### config.mk
export PLATFORM = sky130hd
export DESIGN_NAME = line_fill_seq
export DESIGN_NICKNAME = d
export VERILOG_FILES = /design/src/rtl/lfs_pkg.sv /design/src/rtl/lfs_wb_mask.sv /design/src/rtl/lfs_first_set.sv /design/src/rtl/lfs_fsm.sv /design/src/rtl/line_fill_seq.sv
export SDC_FILE = /design/constraint.sdc
export NUM_CORES = 1
export LEC_CHECK = 0
export BUFFER_PORTS_ARGS = -buffer_cell sky130_fd_sc_hd__buf_2
export CORE_AREA = 2 2 105 107
export DETAILED_ROUTE_END_ITERATION = 12
export DIE_AREA = 0 0 107 109
export PLACE_DENSITY_LB_ADDON = 0.15
export SLEW_MARGIN = 30
export SYNTH_ARGS = -nofsm -noshare
export SYNTH_HDL_FRONTEND = slang
export SYNTH_SLANG_ARGS = --single-unit
### constraint.sdc
create_clock -name clk -period 2.2 [get_ports clk]
set_input_delay 0.11 -clock clk [delete_from_list [all_inputs] [get_ports clk]]
set_output_delay 0.11 -clock clk [all_outputs]
set_load 0.02 [all_outputs]
### src/rtl/lfs_pkg.sv
package lfs_pkg;
   typedef enum logic [1:0] {
      K_READ    = 2'b00,
      K_WRITE   = 2'b01,
      K_PRELOAD = 2'b10,
      K_WRALT   = 2'b11
   } req_kind_e;

   typedef enum logic [1:0] {
      S_IDLE = 2'b00,
      S_WB   = 2'b01,
      S_FILL = 2'b10,
      S_FIN  = 2'b11
   } seq_state_e;
endpackage

### src/rtl/lfs_wb_mask.sv
module lfs_wb_mask #(
   parameter int WORDS      = 8,
   parameter int DIRTY_BITS = 2
) (
   input  logic                  en,
   input  logic [DIRTY_BITS-1:0] dirty,
   output logic [WORDS-1:0]      mask
);
   localparam int SEG = WORDS / DIRTY_BITS;

   generate
      if (DIRTY_BITS == 1) begin : g_whole
         assign mask = {WORDS{en & dirty[0]}};
      end else begin : g_seg
         for (genvar w = 0; w < WORDS; w++) begin : g_word
            assign mask[w] = en & dirty[w / SEG];
         end
      end
   endgenerate
endmodule

### src/rtl/lfs_first_set.sv
module lfs_first_set #(
   parameter int N  = 8,
   parameter int IW = 3
) (
   input  logic [N-1:0]  vec,
   output logic [IW-1:0] idx
);
   always_comb begin
      idx = '0;
      for (int i = N - 1; i >= 0; i--) begin
         if (vec[i]) idx = IW'(i);
      end
   end
endmodule

### src/rtl/lfs_fsm.sv
module lfs_fsm
   import lfs_pkg::*;
(
   input  logic       clk,
   input  logic       rst_n,
   input  logic       req_fire,
   input  logic       is_read,
   input  logic       wb_needed,
   input  logic       beat_fire,
   input  logic       wb_last,
   input  logic       fill_last,
   output seq_state_e state
);
   seq_state_e nxt;

   always_comb begin
      nxt = state;
      unique case (state)
         S_IDLE: if (req_fire) nxt = !is_read ? S_FIN : (wb_needed ? S_WB : S_FILL);
         S_WB:   if (beat_fire && wb_last) nxt = S_FILL;
         S_FILL: if (beat_fire && fill_last) nxt = S_FIN;
         S_FIN:  nxt = S_IDLE;
         default: nxt = S_IDLE;
      endcase
   end

   always_ff @(posedge clk or negedge rst_n) begin
      if (!rst_n) state <= S_IDLE;
      else        state <= nxt;
   end
endmodule

### src/rtl/line_fill_seq.sv
module line_fill_seq
   import lfs_pkg::*;
#(
   parameter int WORDS      = 8,
   parameter int DATA_W     = 32,
   parameter int ADDR_W     = 32,
   parameter int DIRTY_BITS = 2,
   localparam int OFF_W     = $clog2(WORDS),
   localparam int BYTE_OFF  = $clog2(DATA_W / 8),
   localparam int LINE_W    = ADDR_W - OFF_W - BYTE_OFF
) (
   input  logic                  clk,
   input  logic                  rst_n,
   input  logic                  req_valid,
   output logic                  req_ready,
   input  logic [1:0]            req_kind,
   input  logic [LINE_W-1:0]     req_line,
   input  logic [OFF_W-1:0]      req_word,
   input  logic                  vic_valid,
   input  logic [DIRTY_BITS-1:0] vic_dirty,
   input  logic [LINE_W-1:0]     vic_ptag,
   output logic                  mem_valid,
   input  logic                  mem_ready,
   output logic                  mem_write,
   output logic [ADDR_W-1:0]     mem_addr,
   output logic [DATA_W-1:0]     mem_wdata,
   input  logic [DATA_W-1:0]     mem_rdata,
   output logic [OFF_W-1:0]      ram_ridx,
   input  logic [DATA_W-1:0]     ram_rdata,
   output logic                  ram_we,
   output logic [OFF_W-1:0]      ram_widx,
   output logic [DATA_W-1:0]     ram_wdata,
   output logic                  crit_valid,
   output logic [DATA_W-1:0]     crit_data,
   output logic                  line_mark,
   output logic                  done
);
   initial begin
      assert (WORDS >= 2 && (WORDS & (WORDS - 1)) == 0)
         else $fatal(1, "WORDS must be a power of two");
      assert (DIRTY_BITS >= 1 && WORDS % DIRTY_BITS == 0)
         else $fatal(1, "DIRTY_BITS must divide WORDS");
      assert (DATA_W >= 8 && (DATA_W & (DATA_W - 1)) == 0)
         else $fatal(1, "DATA_W must be a power-of-two byte multiple");
      assert (LINE_W > 0) else $fatal(1, "ADDR_W too small");
   end

   seq_state_e             state;
   logic [LINE_W-1:0]      line_q, ptag_q;
   logic [OFF_W-1:0]       crit_q, cnt_q;
   logic [WORDS-1:0]       wb_mask_q, mask_in, wb_rest;
   logic                   fill_q;
   logic [OFF_W-1:0]       wb_idx, fill_idx;
   logic                   req_fire, is_read, beat_fire;

   assign req_ready = (state == S_IDLE);
   assign req_fire  = req_ready & req_valid;
   assign is_read   = (req_kind == K_READ);
   assign beat_fire = mem_valid & mem_ready;

   lfs_wb_mask #(.WORDS(WORDS), .DIRTY_BITS(DIRTY_BITS)) u_mask (
      .en   (is_read & vic_valid),
      .dirty(vic_dirty),
      .mask (mask_in)
   );

   lfs_first_set #(.N(WORDS), .IW(OFF_W)) u_pick (
      .vec(wb_mask_q),
      .idx(wb_idx)
   );

   assign wb_rest  = wb_mask_q & ~(WORDS'(1) << wb_idx);
   assign fill_idx = crit_q + cnt_q;

   lfs_fsm u_fsm (
      .clk      (clk),
      .rst_n    (rst_n),
      .req_fire (req_fire),
      .is_read  (is_read),
      .wb_needed(|mask_in),
      .beat_fire(beat_fire),
      .wb_last  (wb_rest == '0),
      .fill_last(cnt_q == OFF_W'(WORDS - 1)),
      .state    (state)
   );

   always_ff @(posedge clk or negedge rst_n) begin
      if (!rst_n) begin
         line_q    <= '0;
         ptag_q    <= '0;
         crit_q    <= '0;
         cnt_q     <= '0;
         wb_mask_q <= '0;
         fill_q    <= 1'b0;
      end else if (req_fire) begin
         line_q    <= req_line;
         ptag_q    <= vic_ptag;
         crit_q    <= req_word;
         cnt_q     <= '0;
         wb_mask_q <= mask_in;
         fill_q    <= is_read;
      end else if (beat_fire) begin
         if (state == S_WB)   wb_mask_q <= wb_rest;
         if (state == S_FILL) cnt_q     <= cnt_q + 1'b1;
      end
   end

   assign mem_valid  = (state == S_WB) || (state == S_FILL);
   assign mem_write  = (state == S_WB);
   assign mem_addr   = mem_write ? {ptag_q, wb_idx, {BYTE_OFF{1'b0}}}
                                 : {line_q, fill_idx, {BYTE_OFF{1'b0}}};
   assign ram_ridx   = wb_idx;
   assign mem_wdata  = ram_rdata;
   assign ram_we     = (state == S_FILL) & mem_ready;
   assign ram_widx   = fill_idx;
   assign ram_wdata  = mem_rdata;
   assign crit_valid = ram_we & (cnt_q == '0);
   assign crit_data  = mem_rdata;
   assign done       = (state == S_FIN);
   assign line_mark  = (state == S_FIN) & fill_q;
endmodule

; ---- Word-level counts from Yosys, hierarchy flattened
; Index checks and enable logic that the tools add are counted.
[totals]
in_bits = 130
reg_bits = 71
out_inout_bits = 141
mem_bits_rw = 0
mem_count = 0
latchBits = 0
rom_bits = 0
[classes]
mux = 21
n_reduce_logical = 14
eq_ne = 7
n_bitwise = 10
addsub = 2
shift = 1
n_mul = 0
n_div = 0
n_lt_le_gt_ge = 0
[ops]
columns = op, count
row1 = $mux 3, 11
row2 = $mux 32, 1
row3 = $mux 8, 3
row4 = $mux 2, 5
row5 = $and 1x1->1, 8
row6 = $and 8x8->8, 1
row7 = $logic_not 8->1, 1
row8 = $not 8->8, 1
row9 = $pmux 2 s4, 1
row10 = $shl 1x3->8 const A, 1
row11 = $ne 2x1->1 const B, 3
row12 = $reduce_bool 2->1, 3
row13 = $eq 2x2->1 const B, 2
row14 = $logic_not 2->1, 2
row15 = $reduce_and 2->1, 2
row16 = $add 3x1->3 const B, 1
row17 = $add 3x3->3, 1
row18 = $eq 3x3->1 const B, 1
row19 = $logic_not 3->1, 1
row20 = $reduce_and 3->1, 1
row21 = $eq 2x1->1 const B, 1
row22 = $logic_and 1x1->1, 2
row23 = $reduce_or 2->1, 1
row24 = $logic_or 1x1->1, 1

; ---- Depth between registers and ports, before layout
; Gate-level depths: netlist of run 1.
[logic_depth]
word_depth = 15
mapped_depth = 7

; ---- Hierarchy
; Synthesis of run 1 repeated with hierarchy kept, for this count alone.
[unflattened]
cells_unflattened = 502
hier_area_um2 = 4352.9
[modules_own_cells]
columns = mod, cells_per_inst, n_inst, area_per_inst_um2
row1 = line_fill_seq, 465, 1, 4055.1
row2 = lfs_fsm, 17, 1, 156.4
row3 = lfs_first_set, 12, 1, 83.8
row4 = lfs_wb_mask, 8, 1, 57.6

; ---- Worst setup path before layout of run 1
; OpenSTA, ideal clock, no wires.
[synth_timing]
path_kind = register to register
startpoint = register u_fsm.state[0]
endpoint = register line_q[10]
period_less_slack_ns = 2.071
stages_incl_launch_ff = 7
t_arrival_ns = 1.946
setup_slack_ns = 0.129
cell_sequence = dfrtp_1 inv_1 ha_1 nand2_1 clkbuf_1 buf_1 mux2_2
[synth_via]
elab_chain_cells = 2
[synth_rtl]
columns = item, line
row1 = from (decl), lfs_fsm.sv:12  ; output seq_state_e state
row2 = from (signal assigned), lfs_fsm.sv:29  ; else state <= nxt;
row3 = $logic_not 2->1, line_fill_seq.sv:56  ; assign req_ready = (state == S_IDLE);
row4 = via req_ready, line_fill_seq.sv:15  ; output logic req_ready,
row5 = $and 1x1->1, line_fill_seq.sv:57  ; assign req_fire = req_ready & req_valid;
row6 = to (signal assigned), line_fill_seq.sv:96  ; line_q <= req_line;
row7 = to (decl), line_fill_seq.sv:49  ; logic [LINE_W-1:0] line_q, ptag_q;
; The timed path passes the listed nets, and every way through them passes these cells.
; A chain may end at the register's enable or synchronous reset.

; ---- Worst setup path in the final report of run 1
[layout_timing]
startpoint = register wb_mask_q[1]
endpoint = output mem_addr[4]
[layout_via]
elab_chain_cells = 3
[layout_rtl]
columns = item, line
row1 = from (decl), line_fill_seq.sv:51  ; logic [WORDS-1:0] wb_mask_q, mask_in, wb_rest;
row2 = from (signal assigned), line_fill_seq.sv:100  ; wb_mask_q <= mask_in;
row3 = from (signal assigned), line_fill_seq.sv:103  ; if (state == S_WB) wb_mask_q <= wb_rest;
row4 = $mux 3 (2 in series), lfs_first_set.sv:11  ; if (vec[i]) idx = IW'(i);
row5 = $mux 32, line_fill_seq.sv:110  ; assign mem_addr = mem_write ? {ptag_q, wb_idx, {BYTE_OFF{1'b0}}}
row6 = to (decl), line_fill_seq.sv:25  ; output logic [ADDR_W-1:0] mem_addr,
; No other way between the ends.

==> results of run 1 <==
-- kinds of logic (layout without fill, tap and decap cells) --
kind of cell / count (synthesis) / after routing / share of synthesized area (%)
other: 1 / 2 / 0.0898
AOI/OAI and AO/OA: 31 / 31 / 5.31
muxes: 91 / 91 / 24.4
DFF: 71 / 71 / 42.6
and+or+nand+nor: 33 / 33 / 3.90
buffers and inverters: 121 / 198 / 19.9
xor gates and xnor gates: 3 / 3 / 0.630
adders and majority gates: 10 / 10 / 3.18
-- per-layer routing --
metal | GRT usage (%) | share of wire [%]
met4 | 7.70 | 2.6
met3 | 6.10 | 9.1
met5 | 0 | 0
met2 | 24.8 | 47
met1 | 17.5 | 41
-- per-stage QoR --
stage / setup TNS [ps] / worst slack, ps
6_report: 0 / 62.9
5_1_grt: -63.7 / -37.1
4_1_cts: 0 / 12.3
3_5_place_dp: 0 / 169
3_3_place_gp: 0 / 257
2_1_floorplan: 0 / 129
-- synth_stat cells (all sizes together), types with 2 or more instances --
| cell | instances | share of area, % |
|---|---|---|
| inv | 10 | 0.90 |
| nor2 | 5 | 0.45 |
| nand3 | 5 | 0.60 |
| nor3b | 2 | 0.36 |
| xnor2 | 2 | 0.42 |
| o21ai | 7 | 0.84 |
| o211ai | 2 | 0.48 |
| o311ai | 4 | 0.84 |
| ha | 9 | 2.7 |
| nand2 | 14 | 1.3 |
| dfrtp | 71 | 43 |
| buf | 105 | 18 |
| mux2i | 4 | 0.96 |
| and2 | 2 | 0.30 |
| nor4 | 2 | 0.30 |
| mux2 | 87 | 23 |
| a21oi | 8 | 0.96 |
| clkbuf | 6 | 0.54 |
-- power by group --
part | internal, mW | total (mW) | switching (mW)
clock network | 0.665 | 1.16 | 0.495
logic | 1.81 | 3.80 | 1.99
registers | 1.93 | 2.28 | 0.349
total | 4.40 | 7.24 | 2.83
-- critical path, stage by stage, from the launching register on --
cell and delay [ps]:
sky130_fd_sc_hd__dfrtp_1 490, sky130_fd_sc_hd__or4_4 550, sky130_fd_sc_hd__a21oi_1 290, sky130_fd_sc_hd__mux2_2 210, sky130_fd_sc_hd__buf_2 150
-- flip-flops by register name, indices dropped and copies added (netlist names) --
signal / count
line_q: 27
ptag_q: 27
wb_mask_q: 8
cnt_q: 3
crit_q: 3
u_fsm.state: 2
fill_q: 1
-- cell type report --
| type | instances | area (um2) |
|---|---|---|
| clock buffers | 10 | 138 |
| clock inverters | 6 | 83.8 |
| fillers | 970 | 5600 |
| inverters | 10 | 37.5 |
| multi-input cells | 170 | 1600 |
| flip-flops and latches | 71 | 1780 |
| well taps | 140 | 175 |
| repair buffers | 172 | 1190 |
-- repair_timing --
action | 4_1_cts | 5_1_grt
gates resized for setup | 0 | 5
hold endpoints to repair | 128 | 0
buffers inserted | 0 | 1
hold buffers | 58 | 0
setup endpoints to repair | 0 | 17
-- worst max path at each step --
stage	from	endpoint	cells past startpoint
floorplan	u_fsm.state[0]	line_q[10]	6
global placement	u_fsm.state[0]	u_fsm.state[1]	7
detailed placement	u_fsm.state[0]	u_fsm.state[1]	7
CTS	wb_mask_q[1]	mem_addr[4]	4
global route	cnt_q[0]	mem_addr[4]	7
finish	wb_mask_q[1]	mem_addr[4]	4
==> results.sh, run 1 <==
export IMPL_hold_viol_final=0
export IMPL_h_tree_depth=3
export IMPL_min_to="cnt_q[2]"
export IMPL_vdd_drop_max_v=0.000709
export IMPL_finish_utilization_pct=47.2
export IMPL_total_leakage_power_nw=2.37
export IMPL_outcome="complete, no violations"
export IMPL_detail_route_antenna_nets=0
export IMPL_critical_path_reg2reg_endpoint="u_fsm.state[0]"
export IMPL_die_x_um=107
export IMPL_grt_util_all_layers_pct=15.2
export IMPL_holdCritPathClass="input port to flop"
export IMPL_syn_inst=361
export IMPL_final_net_count=574
export IMPL_buffers_added_on_ports=108
export IMPL_final_period_utilization_pct=97.1
export IMPL_synth_enable_flop_cells=0
export IMPL_highest_clock_rate_mhz=468
export IMPL_yosys_warnings=0
export IMPL_period_minus_slack_ps=2140
export IMPL_crit_path_max_fanout=10
export IMPL_ff2ff_setup_slack_ps=210
export IMPL_grt_pass1_vias=2964
export IMPL_post_synth_top_flop="sky130_fd_sc_hd__dfrtp_1"
export IMPL_endpoint_kind="output pin"
export IMPL_clkTransAtPathRegs_ps=70
export IMPL_drt_first_iter_violations=72
export IMPL_maximum_number_of_pins_on_one_net_before_global_route_repair=72
export IMPL_worstPathRequired_ps=2090
export IMPL_leftover_overflow_at_the_end_of_global_routing=0
export IMPL_route_detailed_drc=0
export IMPL_via_count=2783
export IMPL_report_final_slew_viol_count=0
export IMPL_drt_vias_per_instance=4.81
export IMPL_clock_sinks=71
export IMPL_crit_reg2reg_launch="u_fsm.state[0]"
export IMPL_clock_tree_from_tritoncts="built"
export IMPL_maxCapViolCount=0
export IMPL_synthToLayoutAreaGrowth_pct=19.8
export IMPL_place_detailed_hpwl_um=5750
export IMPL_totalPowerFinal_mw=7.24
export IMPL_finalNonFillerCells=579
export IMPL_timing_critical_path_from_type="flop"
export IMPL_placed_area_mm2=0.00417
export IMPL_wl_um=8630
export IMPL_holdCritStartpoint="req_valid"
export IMPL_first_pass_iters=4
export IMPL_synth_ff_latch_count=71
export IMPL_floorplan_io_pins=271
export IMPL_gpl_final_weighted_congestion=0.761
export IMPL_final_cell_mix="sky130_fd_sc_hd__buf_2, sky130_fd_sc_hd__mux2_2, sky130_fd_sc_hd__dfrtp_1"
export IMPL_grt_setup_unrepaired="yes"
export IMPL_dp_cells=504
export IMPL_worst_hold_slack_ps=41.2
export IMPL_grt_pass1_wl_um=13900
export IMPL_worst_hold_path_num_cells=2
export IMPL_ant_diodes=0
export IMPL_worstSetupPathType="flop to output pin"
export IMPL_power_per_cell_area_mw_per_mm2=1450
export IMPL_clock_network_latency_to_the_later_pin_of_the_worst_skew_pair_ps=340
export IMPL_design_core_area_mm2=0.0106
export IMPL_start_util_pct=39.4
export IMPL_root_buffer="sky130_fd_sc_hd__clkbuf_8"
export IMPL_max_clock_path_buffers=2
export IMPL_worst_r2r_path_cells=7
export IMPL_synth_cell_area_mm2=0.00417
export IMPL_worst_endpoint_arrival_ps=2030
export IMPL_seq_area_frac_synth_pct=42.6
export IMPL_worst_clock_skew_ps=7.21
export IMPL_final_design_area_no_fill_mm2=0.00500
export IMPL_layout_drive_gt1_share_pct=51.5
export IMPL_most_common_cell_after_layout_fill_and_taps_aside="sky130_fd_sc_hd__buf_2"
export IMPL_routedWlPerCell_um=14.9
export IMPL_row_count=38
export IMPL_antenna_found_initial=0
export IMPL_ys_types=39
export IMPL_cts_buffers=9
export IMPL_synthesis_area_per_instance_um2=11.6
export IMPL_synth_async_sr_flop_share_pct=100
export IMPL_setup_viol_count_final=0
export IMPL_die_area_mm2=0.0117
export IMPL_die_y_um=109
Power figures use the tool's default switching activity.
==> run 2: changes to the inputs <==
--- a/config.mk
+++ b/config.mk
@@ -5,7 +5,7 @@
 export SDC_FILE = /design/constraint.sdc
 export NUM_CORES = 1
 export LEC_CHECK = 0
-export BUFFER_PORTS_ARGS = -buffer_cell sky130_fd_sc_hd__buf_2
+export BUFFER_PORTS_ARGS = -buffer_cell sky130_fd_sc_hd__buf_4
 export CORE_AREA = 2 2 105 107
 export DETAILED_ROUTE_END_ITERATION = 12
 export DIE_AREA = 0 0 107 109
==> results.sh, run 2 (synthesized netlist as in run 1, its figures left out) <==
export IMPL_outcome="complete, no violations"
export IMPL_worst_r2r_path_cells=7
export IMPL_maxCapViolCount=0
export IMPL_buffers_added_on_ports=108
export IMPL_total_leakage_power_nw=2.48
export IMPL_maximum_number_of_pins_on_one_net_before_global_route_repair=72
export IMPL_most_common_cell_after_layout_fill_and_taps_aside="sky130_fd_sc_hd__buf_4"
export IMPL_drt_vias_per_instance=4.85
export IMPL_clock_tree_from_tritoncts="built"
export IMPL_synthToLayoutAreaGrowth_pct=27.7
export IMPL_grt_setup_unrepaired="no"
export IMPL_worstSetupPathType="flop to flop"
export IMPL_clock_sinks=71
export IMPL_largest_registers="line_q x27, ptag_q x27, wb_mask_q x8"
export IMPL_max_clock_path_buffers=2
export IMPL_worst_hold_slack_ps=61.1
export IMPL_first_pass_iters=4
export IMPL_detail_route_antenna_nets=0
export IMPL_worst_clock_skew_ps=7.79
export IMPL_clkTransAtPathRegs_ps=80
export IMPL_antenna_found_initial=0
export IMPL_ant_diodes=0
export IMPL_totalPowerFinal_mw=7.78
export IMPL_die_area_mm2=0.0117
export IMPL_design_core_area_mm2=0.0106
export IMPL_die_y_um=109
export IMPL_slew_at_the_pin_closest_to_its_max_slew_limit_ps=649
export IMPL_final_net_count=580
export IMPL_setup_viol_count_final=0
export IMPL_row_count=38
export IMPL_route_detailed_drc=0
export IMPL_worst_hold_path_num_cells=3
export IMPL_crit_path_max_fanout=12
export IMPL_post_route_worst_setup_slack_ps=148
export IMPL_final_period_utilization_pct=93.3
export IMPL_max_slew_margin_vs_limit_pct=56.7
export IMPL_final_cell_mix="sky130_fd_sc_hd__buf_4, sky130_fd_sc_hd__mux2_2, sky130_fd_sc_hd__dfrtp_1"
export IMPL_holdCritPathClass="input port to flop"
export IMPL_hold_viol_final=0
export IMPL_period_minus_slack_ps=2050
export IMPL_grt_util_all_layers_pct=15.8
export IMPL_timing_critical_path_from_type="flop"
export IMPL_critical_path_reg2reg_endpoint="u_fsm.state[1]"
export IMPL_min_to="wb_mask_q[7]"
export IMPL_clock_network_latency_to_the_later_pin_of_the_worst_skew_pair_ps=330
export IMPL_crit_reg2reg_launch="u_fsm.state[0]"
export IMPL_place_detailed_hpwl_um=5970
export IMPL_h_tree_depth=3
export IMPL_worst_endpoint_arrival_ps=2310
export IMPL_endpoint_kind="flop"
export IMPL_via_count=2840
export IMPL_gpl_final_weighted_congestion=0.777
export IMPL_leftover_overflow_at_the_end_of_global_routing=0
export IMPL_holdCritStartpoint="vic_dirty[1]"
export IMPL_die_x_um=107
export IMPL_start_util_pct=39.4
export IMPL_report_final_slew_viol_count=0
export IMPL_finish_utilization_pct=50.3
export IMPL_layout_drive_gt1_share_pct=52.4
export IMPL_cts_buffers=9
export IMPL_root_buffer="sky130_fd_sc_hd__clkbuf_8"
export IMPL_preCtsSetupSlack_ps=155
export IMPL_filler_cell_count=965
export IMPL_worstPathRequired_ps=2460
export IMPL_fin_tns_setup_ps=0
export IMPL_highest_clock_rate_mhz=487
export IMPL_grt_pass1_wl_um=14600
export IMPL_grt_pass1_vias=3008
export IMPL_floorplan_io_pins=271
export IMPL_vdd_drop_max_v=0.00104
export IMPL_ff2ff_setup_slack_ps=150
export IMPL_wl_um=8880
export IMPL_routedWlPerCell_um=15.2
export IMPL_power_per_cell_area_mw_per_mm2=1460
export IMPL_drt_first_iter_violations=28
[run 2: cell count changes in the layout (fill, tap and decap cells not counted), moves of 2 or more]
cell	before	now
sky130_fd_sc_hd__buf_2	108	0
sky130_fd_sc_hd__buf_4	3	115
sky130_fd_sc_hd__buf_6	1	3
sky130_fd_sc_hd__clkinv_2	3	0
sky130_fd_sc_hd__clkinvlp_4	0	2
sky130_fd_sc_hd__inv_6	0	2
[run 2: layout make-up]
class | instances | area (um2) | share of cell area [%]
repair buffers | 178 | 1510 | 28.3
well taps | 140 | 175 | 3.29
clock buffers | 10 | 128 | 2.39
clock inverters | 6 | 92.6 | 1.74
multi-input cells | 170 | 1610 | 30.2
flip-flops and latches | 71 | 1780 | 33.3
inverters | 10 | 37.5 | 0.704
[run 2: power breakdown]
| group | internal [mW] | switching [mW] | total [mW] | leakage, nW |
|---|---|---|---|---|
| clock | 0.647 | 0.521 | 1.17 | 0.104 |
| sequential | 1.93 | 0.351 | 2.28 | 0.860 |
| combinational | 2.25 | 2.08 | 4.33 | 1.51 |
| total | 4.83 | 2.95 | 7.78 | 2.48 |
[run 2: through the flow]
step,instance area (um2),instances
after floorplan,4180,362
after global placement,4420,503
after detailed placement,4420,503
after CTS,5240,578
after global routing,5330,585
final,5330,585
[run 2: routing by layer]
metal	up-vias	routed length [um]	GRT usage, %
met1	1362	3750	18.8
met3	30	803	7.65
met2	148	4180	25.0
li1	1300	-	-
met5	-	0	0
met4	0	149	5.47
[run 2: timing repair]
item	CTS	global route
endpoints found under the hold margin	131	0
hold buffers	59	0
pin swaps	0	4
setup buffers	0	7
setup endpoints to repair	24	19
gates resized for setup	1	8
[run 2: worst max path at each step]
| stage | from | endpoint | slack [ps] | cells past startpoint |
|---|---|---|---|---|
| floorplan | u_fsm.state[0] | line_q[10] | 130 | 6 |
| global placement | u_fsm.state[0] | u_fsm.state[1] | 270 | 7 |
| detailed placement | u_fsm.state[0] | u_fsm.state[1] | 150 | 7 |
| CTS | wb_mask_q[1] | mem_addr[4] | 20 | 4 |
| global route | u_fsm.state[0] | u_fsm.state[1] | 30 | 7 |
| finish | u_fsm.state[0] | u_fsm.state[1] | 150 | 7 |
[run 2: critical path, cell delays in order (launching register included)]
cell and delay [ps]:
sky130_fd_sc_hd__dfrtp_1 400, sky130_fd_sc_hd__buf_4 150, sky130_fd_sc_hd__ha_4 210, sky130_fd_sc_hd__buf_4 150, sky130_fd_sc_hd__a222oi_1 300, sky130_fd_sc_hd__o311ai_1 180, sky130_fd_sc_hd__a311oi_2 360, sky130_fd_sc_hd__mux2i_1 220
